File: src/rtl/mcap_pkg.sv
package mcap_pkg;

  typedef enum logic [1:0] {
    MODE_NORM = 2'd0,
    MODE_HALF = 2'd1,
    MODE_FULL = 2'd2
  } cap_mode_e;

  // the reserved combination falls back to normal capture
  function automatic cap_mode_e decode_mode(input logic nsamp, input logic dly1);
    if (nsamp)     return MODE_NORM;
    else if (dly1) return MODE_FULL;
    else           return MODE_HALF;
  endfunction

endpackage

File: src/rtl/mcap_cfg_latch.sv
module mcap_cfg_latch
  import mcap_pkg::*;
#(
  parameter int CNT_W = 8
) (
  input  logic             clk,
  input  logic             rst_n,
  input  logic             cfg_nsamp,
  input  logic             cfg_dly1,
  input  logic [CNT_W-1:0] half_per,
  input  logic             xfer_active,
  input  logic             pending,
  output cap_mode_e        mode_q,
  output logic [CNT_W:0]   dly_q
);
  localparam int DW = CNT_W + 1;

  logic [CNT_W-1:0] hp_eff;
  cap_mode_e        mode_d;
  logic [DW-1:0]    dly_d;

  always_comb begin
    hp_eff = (half_per == '0) ? CNT_W'(1) : half_per;
    mode_d = decode_mode(cfg_nsamp, cfg_dly1);
    case (mode_d)
      MODE_HALF: dly_d = {1'b0, hp_eff};
      MODE_FULL: dly_d = {hp_eff, 1'b0};
      default:   dly_d = '0;
    endcase
  end

  // configuration only moves while the bus is idle and drained
  always_ff @(posedge clk or negedge rst_n) begin
    if (!rst_n) begin
      mode_q <= MODE_NORM;
      dly_q  <= '0;
    end else if (!xfer_active && !pending) begin
      mode_q <= mode_d;
      dly_q  <= dly_d;
    end
  end

endmodule

File: src/rtl/mcap_delay_slot.sv
module mcap_delay_slot #(
  parameter int CNT_W = 8
) (
  input  logic         clk,
  input  logic         rst_n,
  input  logic         load,
  input  logic [CNT_W:0] load_cnt,
  input  logic         load_last,
  output logic         busy,
  output logic         fire,
  output logic         last_q
);
  logic [CNT_W:0] cnt_q;

  assign fire = busy && (cnt_q == (CNT_W+1)'(1));

  always_ff @(posedge clk or negedge rst_n) begin
    if (!rst_n) begin
      busy   <= 1'b0;
      cnt_q  <= '0;
      last_q <= 1'b0;
    end else if (load) begin
      busy   <= 1'b1;
      cnt_q  <= load_cnt;
      last_q <= load_last;
    end else if (fire) begin
      busy   <= 1'b0;
      last_q <= 1'b0;
    end else if (busy) begin
      cnt_q  <= cnt_q - 1'b1;
    end
  end

endmodule

File: src/rtl/mcap_out_stage.sv
module mcap_out_stage #(
  parameter int NSLOT = 2
) (
  input  logic             clk,
  input  logic             rst_n,
  input  logic             norm_fire,
  input  logic             norm_last,
  input  logic [NSLOT-1:0] slot_fire,
  input  logic [NSLOT-1:0] slot_last,
  input  logic             miso,
  output logic             rx_valid,
  output logic             rx_bit,
  output logic             rx_last
);
  logic any_fire;
  logic last_d;

  always_comb begin
    any_fire = norm_fire | (|slot_fire);
    last_d   = norm_fire ? norm_last : (|(slot_fire & slot_last));
  end

  always_ff @(posedge clk or negedge rst_n) begin
    if (!rst_n) begin
      rx_valid <= 1'b0;
      rx_bit   <= 1'b0;
      rx_last  <= 1'b0;
    end else begin
      rx_valid <= any_fire;
      rx_last  <= any_fire & last_d;
      if (any_fire) rx_bit <= miso;
    end
  end

endmodule

File: src/rtl/miso_capture_align.sv
module miso_capture_align
  import mcap_pkg::*;
#(
  parameter int CNT_W = 8,
  parameter int NSLOT = 2
) (
  input  logic             clk,
  input  logic             rst_n,
  input  logic             cfg_nsamp,
  input  logic             cfg_dly1,
  input  logic [CNT_W-1:0] half_per,
  input  logic             xfer_active,
  input  logic             samp_stb,
  input  logic             samp_last,
  input  logic             miso,
  output logic             rx_valid,
  output logic             rx_bit,
  output logic             rx_last,
  output logic             cap_pending
);
  cap_mode_e        mode_q;
  logic [CNT_W:0]   dly_q;
  logic             accept;
  logic             norm_fire;
  logic             slot_req;
  logic [NSLOT-1:0] busy_vec;
  logic [NSLOT-1:0] fire_vec;
  logic [NSLOT-1:0] last_vec;
  logic [NSLOT-1:0] load_vec;
  logic             taken;

  assign cap_pending = |busy_vec;

  mcap_cfg_latch #(.CNT_W(CNT_W)) cfg_i (
    .clk         (clk),
    .rst_n       (rst_n),
    .cfg_nsamp   (cfg_nsamp),
    .cfg_dly1    (cfg_dly1),
    .half_per    (half_per),
    .xfer_active (xfer_active),
    .pending     (cap_pending),
    .mode_q      (mode_q),
    .dly_q       (dly_q)
  );

  always_comb begin
    accept    = samp_stb & xfer_active;
    norm_fire = accept & (mode_q == MODE_NORM);
    slot_req  = accept & (mode_q != MODE_NORM);
    load_vec  = '0;
    taken     = 1'b0;
    for (int i = 0; i < NSLOT; i++) begin
      if (slot_req && !busy_vec[i] && !taken) begin
        load_vec[i] = 1'b1;
        taken       = 1'b1;
      end
    end
  end

  for (genvar g = 0; g < NSLOT; g++) begin : g_slot
    mcap_delay_slot #(.CNT_W(CNT_W)) slot_i (
      .clk       (clk),
      .rst_n     (rst_n),
      .load      (load_vec[g]),
      .load_cnt  (dly_q),
      .load_last (samp_last),
      .busy      (busy_vec[g]),
      .fire      (fire_vec[g]),
      .last_q    (last_vec[g])
    );
  end

  mcap_out_stage #(.NSLOT(NSLOT)) out_i (
    .clk       (clk),
    .rst_n     (rst_n),
    .norm_fire (norm_fire),
    .norm_last (samp_last),
    .slot_fire (fire_vec),
    .slot_last (last_vec),
    .miso      (miso),
    .rx_valid  (rx_valid),
    .rx_bit    (rx_bit),
    .rx_last   (rx_last)
  );

endmodule

File: config.mk
export PLATFORM = sky130hd
export DESIGN_NAME = miso_capture_align
export DESIGN_NICKNAME = d
export VERILOG_FILES = /design/src/rtl/mcap_pkg.sv /design/src/rtl/mcap_cfg_latch.sv /design/src/rtl/mcap_delay_slot.sv /design/src/rtl/mcap_out_stage.sv /design/src/rtl/miso_capture_align.sv
export SDC_FILE = /design/constraint.sdc
export NUM_CORES = 1
export LEC_CHECK = 0
export BUFFER_PORTS_ARGS = -buffer_cell sky130_fd_sc_hd__buf_2
export CAP_MARGIN = 20
export CORE_ASPECT_RATIO = 0.6
export CORE_MARGIN = 2
export CORE_UTILIZATION = 24
export CTS_BUF_LIST = sky130_fd_sc_hd__clkbuf_2 sky130_fd_sc_hd__clkbuf_4 sky130_fd_sc_hd__clkbuf_8
export CTS_CLUSTER_DIAMETER = 100
export CTS_CLUSTER_SIZE = 40
export DETAILED_ROUTE_END_ITERATION = 16
export GPL_ROUTABILITY_DRIVEN = 0
export SLEW_MARGIN = 5
export SYNTH_ARGS = -nofsm -noshare
export SYNTH_HDL_FRONTEND = slang
export SYNTH_SLANG_ARGS = --single-unit
File: constraint.sdc
create_clock -name clk -period 1.95 [get_ports clk]
set_input_delay 0.2925 -clock clk [delete_from_list [all_inputs] [get_ports clk]]
set_output_delay 0.2925 -clock clk [all_outputs]
set_load 0.05 [all_outputs]
==> results of run 1 <==
[power by group through the flow]
stage               registers (W)  clock network, W  logic (W)
floorplan                0.000999                 0   0.000454
global placement          0.00100                 0   0.000682
detailed placement        0.00101                 0   0.000691
CTS                      0.000993          0.000587   0.000693
global route              0.00102          0.000630   0.000779
finish                   0.000996          0.000576   0.000697
[cells in the mapped netlist (all sizes together), types with 5 or more instances]
master / count / area, sq um
nand3: 8 / 45.0
o31ai: 12 / 90.1
mux2i: 8 / 80.1
a21oi: 10 / 50.1
nand2: 27 / 101
nor3: 5 / 25.0
nor2: 12 / 45.0
o21ai: 14 / 70.1
inv: 11 / 41.3
clkbuf: 8 / 30.0
or3: 6 / 42.5
dfrtp: 36 / 901
[cells in the final DEF (no fill, tap or decap), drive strengths merged, types with 2 or more instances in the layout]
cell	n
or4	2
nor2	12
o21ai	14
or4b	2
a21o	2
nor3	5
or2	2
clkbuf	6
or3	6
o221ai	2
nand3	8
inv	11
nor4b	2
ha	4
a2111oi	3
dfrtp	36
o2bb2ai	4
and3	2
a22oi	4
clkinv	2
a21oi	10
o31ai	12
nand2	27
buf	38
nor4	3
o311ai	2
mux2i	8
[path summary, 6_finish.rpt]
kind | startpoint | end | slack [ps] | depth (start not counted)
setup / recovery | g_slot[0].slot_i.cnt_q[6]$_DFFE_PN0P_ | out_i.rx_bit$_DFFE_PN0P_ | 90 | 4
hold / removal | rst_n | out_i.rx_valid$_DFF_PN0_ | 30 | 2
setup reg to reg | g_slot[0].slot_i.cnt_q[6]$_DFFE_PN0P_ | out_i.rx_bit$_DFFE_PN0P_ | 90 | 4
hold reg to reg | out_i.rx_bit$_DFFE_PN0P_ | out_i.rx_bit$_DFFE_PN0P_ | 490 | 1
max in group asynchronous | rst_n | g_slot[0].slot_i.busy$_DFFE_PN0P_ | 1560 | 2
min in group clk | miso | out_i.rx_bit$_DFFE_PN0P_ | 200 | 2
[logic make-up after synthesis]
logic type / Yosys count
and+or+nand+nor: 74
muxes: 9
AOI/OAI and AO/OA: 69
DFF: 36
buffers and inverters: 23
adders and majority gates: 4
[worst max-delay path: cells and delay by family, from the launching register on]
kind	cells	cell delay [ps]
simple gates	3	1050
mux	1	320
flops	1	390
[routing by layer]
metal / GRT usage (%) / routed length, microns
met1: 20.6 / 3040
met2: 16.7 / 1930
met3: 3.79 / 359
met4: 3.45 / 52
met5: 0 / 0
[stage by stage]
| stage | setup slack, ps | instances | area [sq um] | util [%] |
|---|---|---|---|---|
| after global placement | 118 | 349 | 2350 | 29.4 |
| final | 92.1 | 357 | 2450 | 30.5 |
| after detailed placement | 97.8 | 349 | 2350 | 29.4 |
| after global routing | 23.3 | 357 | 2450 | 30.5 |
| after CTS | 60.4 | 357 | 2440 | 30.5 |
| after floorplan | 107 | 215 | 2020 | - |
[state kept, by name, summed over array words and instances (netlist names)]
name and cells:
g_slot.slot_i.cnt_q 18, out_i.rx_bit 1, out_i.rx_last 1, g_slot.slot_i.last_q 2, out_i.rx_valid 1, cfg_i.mode_q 2, cfg_i.dly_q 9, g_slot.slot_i.busy 2
[cell type report]
cell class / instances / area [sq um]
inverter: 11 / 41.3
timing repair buffer: 38 / 250
clock buffer: 6 / 82.6
multi-input combinational: 156 / 1020
clock inverter: 2 / 10.0
tap: 108 / 135
sequential: 36 / 902
fill: 859 / 5560
==> summary.txt, run 1 <==
Synthesis
  – Post-Synth Simple-Gate Area: 19.2%
  – Synth Instances: 215
  – Post-synthesis mux area share: 4.53%
  – Xor and xnor fraction of the mapped netlist area: 0%
  – Sequential-to-total area share from yosys stat: 44.6%
  – Largest family of logic cells by synthesized area: compound AO/OA/AOI/OAI gates
  – Top FF cell, synth: dfrtp_1
  – Number of synthesized register bits: 36
  – Synth Area in Adders: 2.48%
  – Cell area after synthesis: 2020 sq um
  – Ys Warns: 0
  – Syn avg cell area: 9.39 sq um
  – Mapped Nets: 235
  – Async SR Flop Fraction: 100%
  – Synth unique cells: 53
  – EDFF count, synth: 0
  – Post-synthesis compound-gate area fraction: 24.6%

Floorplan
  – Ports: 20
  – Core footprint: 8010 sq um
  – Die H: 75.0 microns
  – Die area: 9180 sq um
  – Chip width: 122 microns
  – Starting density of the core: 25.2%
  – Row Count: 25

Pwr
  – Sw frac: 35.7%
  – Internal: 0.00146 W
  – Cell Pwr Density: 928 nW/um^2
  – Net switching power: 0.000810 W
  – Leak pwr: 1.05 nW
  – Clk pwr share: 25.4%
  – Sequential power share: 43.9%
  – Peak VDD IR: 0.243 mV
  – Final Power: 0.00227 W
  – Logic pwr share: 30.7%

Critical path
  – Chain of cells forming the critical path: or4_4 > or3_4 > nand3_2 > mux2_1
  – Critical Path RT: 2140 ps
  – Largest fanout on the critical path: 3
  – CP Data Arrival Time: 2050 ps
  – Setup crit end kind: flop
  – Setup CP Type: reg -> reg
  – Worst path max stage delay: 560 ps
  – CP max stage cell: or4_4
  – Type of origin of the critical path: flop

Timing
  – Clock skew: 14.2 ps
  – Hold_ws: 29.0 ps
  – Fmax achieved: 538 MHz
  – Final period utilization: 95.3%
  – Hold Fails Final Rpt: 0
  – Max_slew headroom: 46.1%
  – Final slew viol count: 0
  – TNS Setup: 0 ps
  – Final setup vio count: 0
  – Worst slew pin tran: 805 ps
  – Fin crit period: 1860 ps
  – RSZ-0062 raised after global routing: no

CTS
  – Worst skew pair latency: 310 ps
  – TritonCTS buffer count: 5
  – CTS sink cnt: 36
  – Clock transition at path regs: 80 ps
  – Htree depth: 2
  – Setup bufs post-CTS: 0
  – CTS max path bufs: 2
  – Hold buffers post-CTS: 0
  – Clock root buffer: clkbuf_8
  – Post-CTS sizing: 0
  – CTS tree: done

Detailed routing
  – DRT Pass-1 Iters: 4
  – Wirelength per Cell: 15.1 microns
  – Drc violations: 0
  – Routed vias: 1,800
  – Vias per Instance: 5.04
  – WL final: 5.39 mm
  – Initial DRC count: 141
  – Post-DRT Antenna Nets: 0

Worst hold path
  – Min-delay worst type: in -> async

Global routing
  – GRT overflow: 0
  – First-pass GRT wire length: 8.97 mm
  – GRT Total Usage: 13.1%
  – Initial antenna violation count: 0
  – Number of global-route vias before repair: 1,691
  – Largest net degree at the start of global routing: 37

Cells and area
  – Antenna Cells: 0
  – Fin nets: 268
  – Layout cells sized above 1: 22.1%
  – Area delta synth->final: 21.2%

Status
  – Status: finished clean

Placement
  – Post-DP HPWL: 4.06 mm
  – IO buf count: 19

Job
  – Max_cap viols: 0
Power figures use the tool's default switching activity.
==> inputs of run 2 (changes only) <==
--- a/config.mk
+++ b/config.mk
@@ -5,6 +5,7 @@
 export SDC_FILE = /design/constraint.sdc
 export NUM_CORES = 1
 export LEC_CHECK = 0
+export ABC_AREA = 1
 export BUFFER_PORTS_ARGS = -buffer_cell sky130_fd_sc_hd__buf_2
 export CAP_MARGIN = 20
 export CORE_ASPECT_RATIO = 0.6
==> run 2 against run 1 <==
  * Via count rose by 7.3%
  * Critical path type unchanged
  * Cell count rose by 22%
  * Combinational power rose by 9.5%
  * First-iteration DRC count rose by 35%
  * Critical path depth rose by 5
  * Final area rose by 1.5%
  * Clock skew fell by 5.0 ps
  * Utilization fell by 1.7 points
  * Routed wire length rose by 2.7%
  * Global-route usage fell by 0.81 points
  * Fmax rose by 16%
  * Non-clock buffer count fell by 18
==> summary.txt, run 2 <==
Status
  – Status: finished clean (unchanged)

Pwr
  – Cell Pwr Density: 991 nW/um^2 (was 928 nW/um^2)
  – Peak VDD IR: 0.259 mV (was 0.243 mV)
  – Final Power: 0.00246 W (was 0.00227 W)
  – Leak pwr: 1.32 nW (was 1.05 nW)

Synthesis
  – Synth unique cells: 28 (was 53)
  – Yosys top cell area share: 41.7% (was 44.6%)
  – Number of synthesized register bits: 36 (unchanged)
  – Syn avg cell area: 7.20 sq um (was 9.39 sq um)
  – Synth Instances: 300 (was 215)
  – Sequential-to-total area share from yosys stat: 41.7% (was 44.6%)
  – Cell area after synthesis: 2160 sq um (was 2020 sq um)
  – Mapped Nets: 320 (was 235)
  – Most frequent cells after synthesis: 105 x nand2_1, 36 x dfrtp_1, 30 x nand3_1 (was 36 x dfrtp_1, 27 x nand2_1, 12 x nor2_1, 12 x o31ai_1, 11 x inv_1)
  – Cell taking the most area after synthesis: dfrtp_1 (unchanged)
  – Ys Warns: 0 (unchanged)
  – EDFF count, synth: 0 (unchanged)
  – Most frequent cell after synthesis: nand2_1 (was dfrtp_1)
  – Top FF cell, synth: dfrtp_1 (unchanged)
  – Async SR Flop Fraction: 100% (unchanged)
  – Ranking of synthesized cells by area: dfrtp_1 42%, nand2_1 18%, nand3_1 7.0% (was dfrtp_1 45%, nand2_1 5.0%, o31ai_1 4.5%)

Timing
  – Worst setup margin: 349 ps (was 92.1 ps)
  – Fmax achieved: 625 MHz (was 538 MHz)
  – Worst slew pin tran: 473 ps (was 805 ps)
  – Fin crit period: 1600 ps (was 1860 ps)
  – TNS Setup: 0 ps (unchanged)
  – Max_slew headroom: 68.5% (was 46.1%)
  – RSZ-0062 raised after global routing: no (unchanged)
  – Final period utilization: 82.1% (was 95.3%)
  – Hold Fails Final Rpt: 0 (unchanged)
  – Final setup vio count: 0 (unchanged)
  – Final slew viol count: 0 (unchanged)
  – Clock skew: 9.13 ps (was 14.2 ps)

Cells and area
  – Largest register FFs: 18 (unchanged)
  – Area delta synth->final: 15.0% (was 21.2%)
  – Largest regs: g_slot.slot_i.cnt_q x18, cfg_i.dly_q x9 (unchanged)
  – Final cell count without fillers: 437 (was 357)
  – Most frequent cells in the layout: 105 x nand2_1, 36 x dfrtp_1, 30 x nand3_1 (was 35 x dfrtp_1, 27 x nand2_1, 19 x buf_2)
  – Most common cell after layout, fill and taps aside: nand2_1 (was dfrtp_1)
  – Fin nets: 344 (was 268)
  – Layout cells sized above 1: 17.8% (was 22.1%)
  – Antenna Cells: 0 (unchanged)
  – Largest reg by FF count: g_slot.slot_i.cnt_q (unchanged)

Placement
  – Placed insts: 429 (was 349)
  – Post-DP HPWL: 4.28 mm (was 4.06 mm)
  – IO buf count: 19 (unchanged)
  – DP Worst Slack: 396 ps (was 97.8 ps)

Floorplan
  – Die area: 9800 sq um (was 9180 sq um)
  – Starting density of the core: 25.1% (was 25.2%)
  – Chip width: 126 microns (was 122 microns)
  – Ports: 20 (unchanged)
  – Row Count: 26 (was 25)
  – Core footprint: 8620 sq um (was 8010 sq um)
  – Die H: 77.5 microns (was 75.0 microns)

Critical path
  – CP Data Arrival Time: 1790 ps (was 2050 ps)
  – Largest fanout on the critical path: 12 (was 3)
  – Crit path from: g_slot[0].slot_i.cnt_q[1]$_DFFE_PN0P_ (was g_slot[0].slot_i.cnt_q[6]$_DFFE_PN0P_)
  – Critical Path RT: 2140 ps (about the same)
  – R2R Path End: g_slot[0].slot_i.cnt_q[6]$_DFFE_PN0P_ (was out_i.rx_bit$_DFFE_PN0P_)
  – R2R Path Start: g_slot[0].slot_i.cnt_q[1]$_DFFE_PN0P_ (was g_slot[0].slot_i.cnt_q[6]$_DFFE_PN0P_)
  – Setup CP Type: reg -> reg (unchanged)
  – Worst Setup EP: g_slot[0].slot_i.cnt_q[6]$_DFFE_PN0P_ (was out_i.rx_bit$_DFFE_PN0P_)
  – Type of origin of the critical path: flop (unchanged)
  – Setup crit end kind: flop (unchanged)
  – R2r setup slk: 350 ps (was 90 ps)
  – FF-to-FF path depth: 9 (was 4)

Detailed routing
  – DRT Pass-1 Iters: 4 (unchanged)
  – Wirelength per Cell: 12.7 microns (was 15.1 microns)
  – Routed vias: 1,932 (was 1,800)
  – Post-DRT Antenna Nets: 0 (unchanged)
  – Vias per Instance: 4.42 (was 5.04)
  – WL final: 5.53 mm (was 5.39 mm)
  – Drc violations: 0 (unchanged)
  – Initial DRC count: 190 (was 141)

CTS
  – Worst skew pair latency: 300 ps (was 310 ps)
  – TritonCTS buffer count: 5 (unchanged)
  – Clock transition at path regs: 80 ps (about the same)
  – CTS max path bufs: 2 (unchanged)
  – CTS tree: done (unchanged)
  – Setup bufs post-CTS: 0 (unchanged)
  – Post-CTS sizing: 0 (unchanged)
  – Htree depth: 2 (unchanged)
  – CTS sink cnt: 36 (unchanged)
  – Clock root buffer: clkbuf_8 (unchanged)
  – Hold buffers post-CTS: 0 (unchanged)

Global routing
  – GRT overflow: 0 (unchanged)
  – Initial antenna violation count: 0 (unchanged)
  – GRT Total Usage: 12.2% (was 13.1%)
  – Number of global-route vias before repair: 1,844 (was 1,691)
  – Largest net degree at the start of global routing: 37 (unchanged)
  – First-pass GRT wire length: 9.36 mm (was 8.97 mm)

Worst hold path
  – Min-delay worst type: in -> async (unchanged)

Job
  – Max_cap viols: 0 (unchanged)
run 2: report_power, final:
part           internal (W)  leakage [nW]  switching (W)
Sequential         0.000869         0.417       0.000134
Combinational      0.000256         0.841       0.000507
Clock              0.000394        0.0586       0.000302
run 2: logic make-up after synthesis:
logic type | count (synthesis) | share of synthesized area [%]
AND/OR/NAND/NOR | 182 | 37.3
buffers and inverters | 45 | 8.69
AO/OA/AOI/OAI | 29 | 8.40
XOR/XNOR | 4 | 1.62
flip-flops | 36 | 41.7
adder cells (fa/ha/maj) | 4 | 2.32
run 2: how the worst min path moves through the flow:
stage,to,cells past startpoint,from,slack [ps]
floorplan,cfg_i.dly_q[0]$_DFFE_PN0P_,0,rst_n,-3
global placement,cfg_i.dly_q[2]$_DFFE_PN0P_,2,rst_n,380
detailed placement,cfg_i.dly_q[2]$_DFFE_PN0P_,2,rst_n,370
CTS,cfg_i.dly_q[1]$_DFFE_PN0P_,2,rst_n,40
global route,cfg_i.dly_q[2]$_DFFE_PN0P_,2,rst_n,60
finish,cfg_i.dly_q[2]$_DFFE_PN0P_,2,rst_n,30
run 2: final cells by class:
cell class              instances  area [sq um]
clock buffers                   6          76.3
clock inverters                 2          35.0
fillers                       939          6140
inverters                      42           158
multi-input cells             219          1070
flip-flops and latches         36           901
well taps                     112           140
repair buffers                 20           103
run 2: through the flow:
| stage | cell area (sq um) | util [%] | hold slack, ps |
|---|---|---|---|
| 2_1_floorplan | 2160 | - | -3.09 |
| 3_3_place_gp | 2370 | 27.5 | 379 |
| 3_5_place_dp | 2370 | 27.5 | 373 |
| 4_1_cts | 2480 | 28.8 | 35.7 |
| 5_1_grt | 2480 | 28.8 | 63.6 |
| 6_report | 2480 | 28.8 | 27.6 |
run 2: metal layers:
metal / up-vias / share of wire (%) / track usage [%]
met5: - / 0 / 0
met4: 0 / 0.63 / 3.96
met3: 4 / 8.3 / 4.62
met2: 59 / 33 / 13.6
met1: 873 / 58 / 20.0
li1: 996 / - / -
run 2: critical path, stage by stage (launching register included):
cell	delay (ps)
dfrtp_1	390
inv_1	90
ha_1	170
nand2_1	50
nor2_1	130
nand3_2	150
nand2_2	250
inv_2	120
nand2_1	80
nand2_1	50
==> inputs of run 3 (changes only) <==
--- a/config.mk
+++ b/config.mk
@@ -5,7 +5,7 @@
 export SDC_FILE = /design/constraint.sdc
 export NUM_CORES = 1
 export LEC_CHECK = 0
-export ABC_AREA = 1
+export ABC_AREA = 0
 export BUFFER_PORTS_ARGS = -buffer_cell sky130_fd_sc_hd__buf_2
 export CAP_MARGIN = 20
 export CORE_ASPECT_RATIO = 0.6
==> constraint.sdc (replaced) <==
create_clock -name clk -period 1.4 [get_ports clk]
set_input_delay 0.21 -clock clk [delete_from_list [all_inputs] [get_ports clk]]
set_output_delay 0.21 -clock clk [all_outputs]
set_load 0.05 [all_outputs]
==> run 3 against run 2 <==
  * The run now ends with negative setup slack left
  * Cell count fell by 4.3%
  * Fmax shrank 11%
  * Largest cell class unchanged
  * Critical path depth is 5 lower
  * Non-clock buffer count rose by 79
  * Combinational power is 110% higher
  * Clock-buffer cell count grew 1
  * Largest power group is now combinational cells
  * Register-to-register slack worse by 750 ps
  * Die area shrank 6.3%
  * Global-route usage grew 3.5 points
  * Critical endpoint is now out_i.rx_bit$_DFFE_PN0P_
  * Sequential share of layout area shrank 10 points
  * Utilization grew 14 points
==> summary.txt, run 3 (same netlist as run 1, synthesis figures left out) <==
Status
  – Status: complete, but fails checks (was finished clean)
  – Failing checks: negative setup slack

Pwr
  – Cell Pwr Density: 1150 nW/um^2 (was 991 nW/um^2)
  – Final Power: 0.00397 W (was 0.00246 W)
  – Peak VDD IR: 0.414 mV (was 0.259 mV)
  – Leak pwr: 1.49 nW (was 1.32 nW)

Global routing
  – Met1 Use GR: 22.6% (was 20.0%)
  – M2 GR Usage: 22.6% (was 13.6%)
  – Number of global-route vias before repair: 2,100 (was 1,844)
  – GRT Total Usage: 15.7% (was 12.2%)
  – GRT overflow: 0 (unchanged)
  – Largest net degree at the start of global routing: 37 (unchanged)
  – Met3 Use GR: 5.23% (was 4.62%)
  – Most Crowded Layer GR: met2 (was met1)
  – First-pass GRT wire length: 10.7 mm (was 9.36 mm)
  – Initial antenna violation count: 0 (unchanged)

CTS
  – Clock transition at path regs: 80 ps (about the same)
  – CTS max path bufs: 2 (unchanged)
  – Clock root buffer: clkbuf_8 (unchanged)
  – CTS tree: done (unchanged)
  – CTS sink cnt: 36 (unchanged)
  – Htree depth: 2 (unchanged)
  – Worst skew pair latency: 310 ps (was 300 ps)
  – TritonCTS buffer count: 5 (unchanged)

Job
  – Max_cap viols: 0 (unchanged)

Floorplan
  – Die H: 75.0 microns (was 77.5 microns)
  – Core footprint: 8010 sq um (was 8620 sq um)
  – Die area: 9180 sq um (was 9800 sq um)
  – Ports: 20 (unchanged)
  – Chip width: 122 microns (was 126 microns)
  – Row Count: 25 (was 26)
  – Starting density of the core: 25.2% (was 25.1%)

Timing
  – Fmax achieved: 555 MHz (was 625 MHz)
  – TNS Setup: -7350 ps (was 0 ps)
  – Max_slew headroom: 67.6% (was 68.5%)
  – Hold Fails Final Rpt: 0 (unchanged)
  – Final period utilization: 129% (was 82.1%)
  – RSZ-0062 raised after global routing: yes (was no)
  – Worst slew pin tran: 486 ps (was 473 ps)
  – Fin crit period: 1800 ps (was 1600 ps)
  – Worst setup margin: -401 ps (was 349 ps)
  – Hold_ws: 126 ps (was 27.6 ps)
  – Clock skew: 12.1 ps (was 9.13 ps)
  – Final slew viol count: 0 (unchanged)
  – Final setup vio count: 37 (was 0)

Critical path
  – Crit path from: g_slot[0].slot_i.cnt_q[5]$_DFFE_PN0P_ (was g_slot[0].slot_i.cnt_q[1]$_DFFE_PN0P_)
  – Largest fanout on the critical path: 2 (was 12)
  – Critical Path RT: 1600 ps (was 2140 ps)
  – R2R Path Start: g_slot[0].slot_i.cnt_q[5]$_DFFE_PN0P_ (was g_slot[0].slot_i.cnt_q[1]$_DFFE_PN0P_)
  – Setup crit end kind: flop (unchanged)
  – Type of origin of the critical path: flop (unchanged)
  – CP Data Arrival Time: 2010 ps (was 1790 ps)
  – Setup CP Type: reg -> reg (unchanged)

Detailed routing
  – WL final: 6.82 mm (was 5.53 mm)
  – Wirelength per Cell: 16.3 microns (was 12.7 microns)
  – Drc violations: 0 (unchanged)
  – Initial DRC count: 221 (was 190)
  – Routed vias: 2,125 (was 1,932)
  – DRT Pass-1 Iters: 4 (unchanged)
  – Vias per Instance: 5.08 (was 4.42)
  – Post-DRT Antenna Nets: 0 (unchanged)

Cells and area
  – Largest regs: g_slot.slot_i.cnt_q x18, cfg_i.dly_q x9 (unchanged)
  – Fin nets: 329 (was 344)
  – Most common cell after layout, fill and taps aside: buf_4 (was nand2_1)
  – Area delta synth->final: 71.2% (was 15.0%)
  – Layout cells sized above 1: 54.8% (was 17.8%)
  – Largest register FFs: 18 (unchanged)
  – Most frequent cells in the layout: 62 x buf_4, 32 x dfrtp_1, 18 x buf_2 (was 105 x nand2_1, 36 x dfrtp_1, 30 x nand3_1)
  – Antenna Cells: 0 (unchanged)
  – Largest reg by FF count: g_slot.slot_i.cnt_q (unchanged)

Placement
  – Post-DP HPWL: 4.70 mm (was 4.28 mm)
  – DP Worst Slack: -464 ps (was 396 ps)
  – IO buf count: 19 (unchanged)

Worst hold path
  – Min-delay worst type: in -> reg (was in -> async)
  – Hold_sp: samp_last
==> run 3: stage by stage <==
| step | instance area, sq um | instances | util, % |
|---|---|---|---|
| final | 3460 | 418 | 43.2 |
| after global routing | 3460 | 418 | 43.2 |
| after CTS | 3240 | 411 | 40.4 |
| after detailed placement | 2720 | 393 | 34.0 |
| after global placement | 2720 | 393 | 34.0 |
| after floorplan | 2070 | 215 | - |
==> run 3: timing repair <==
| action | CTS | global route |
|---|---|---|
| pin swaps | 23 | 16 |
| cloned | 1 | 0 |
| hold buffers | 1 | 0 |
| buffers inserted | 8 | 8 |
| endpoints found under the setup margin | 37 | 37 |
| endpoints found under the hold margin | 36 | 0 |
| resized for setup | 72 | 34 |
==> run 3: where the power goes <==
part	switching, W	internal, W	total [W]	leakage (nW)
Clock	0.000422	0.000629	0.00105	0.0645
Combinational	0.000796	0.000796	0.00159	0.984
Sequential	0.000116	0.00121	0.00133	0.440
Total	0.00133	0.00264	0.00397	1.49
==> run 3: metal layers <==
metal	wire length, microns	up-vias
met4	74	0
met1	3370	1046
li1	-	1001
met3	566	10
met2	2810	68
met5	0	-
==> run 3: layout make-up <==
| type | count | area [sq um] |
|---|---|---|
| clock buffers | 7 | 96.3 |
| clock inverters | 1 | 30.0 |
| fillers | 783 | 4550 |
| inverters | 11 | 46.3 |
| multi-input cells | 156 | 1440 |
| flip-flops and latches | 36 | 906 |
| well taps | 108 | 135 |
| repair buffers | 99 | 801 |
==> run 3: worst max-delay path, stage by stage, from the launching register on <==
cell and delay [ps]:
dfrtp_1 380, or4_4 540, or3_4 400, nand3_4 80, mux2_4 300
==> run 3: path summary, 6_finish.rpt <==
kind	endpoint	slack (ps)	depth (start not counted)
min in group asynchronous	out_i.rx_last$_DFF_PN0_	460	3
worst max-delay path	out_i.rx_bit$_DFFE_PN0P_	-400	4
worst min-delay path	g_slot[1].slot_i.last_q$_DFFE_PN0P_	130	3
worst max register to register	out_i.rx_bit$_DFFE_PN0P_	-400	4
worst min register to register	g_slot[0].slot_i.cnt_q[8]$_DFFE_PN0P_	510	1
max in group asynchronous	g_slot[1].slot_i.busy$_DFFE_PN0P_	550	3
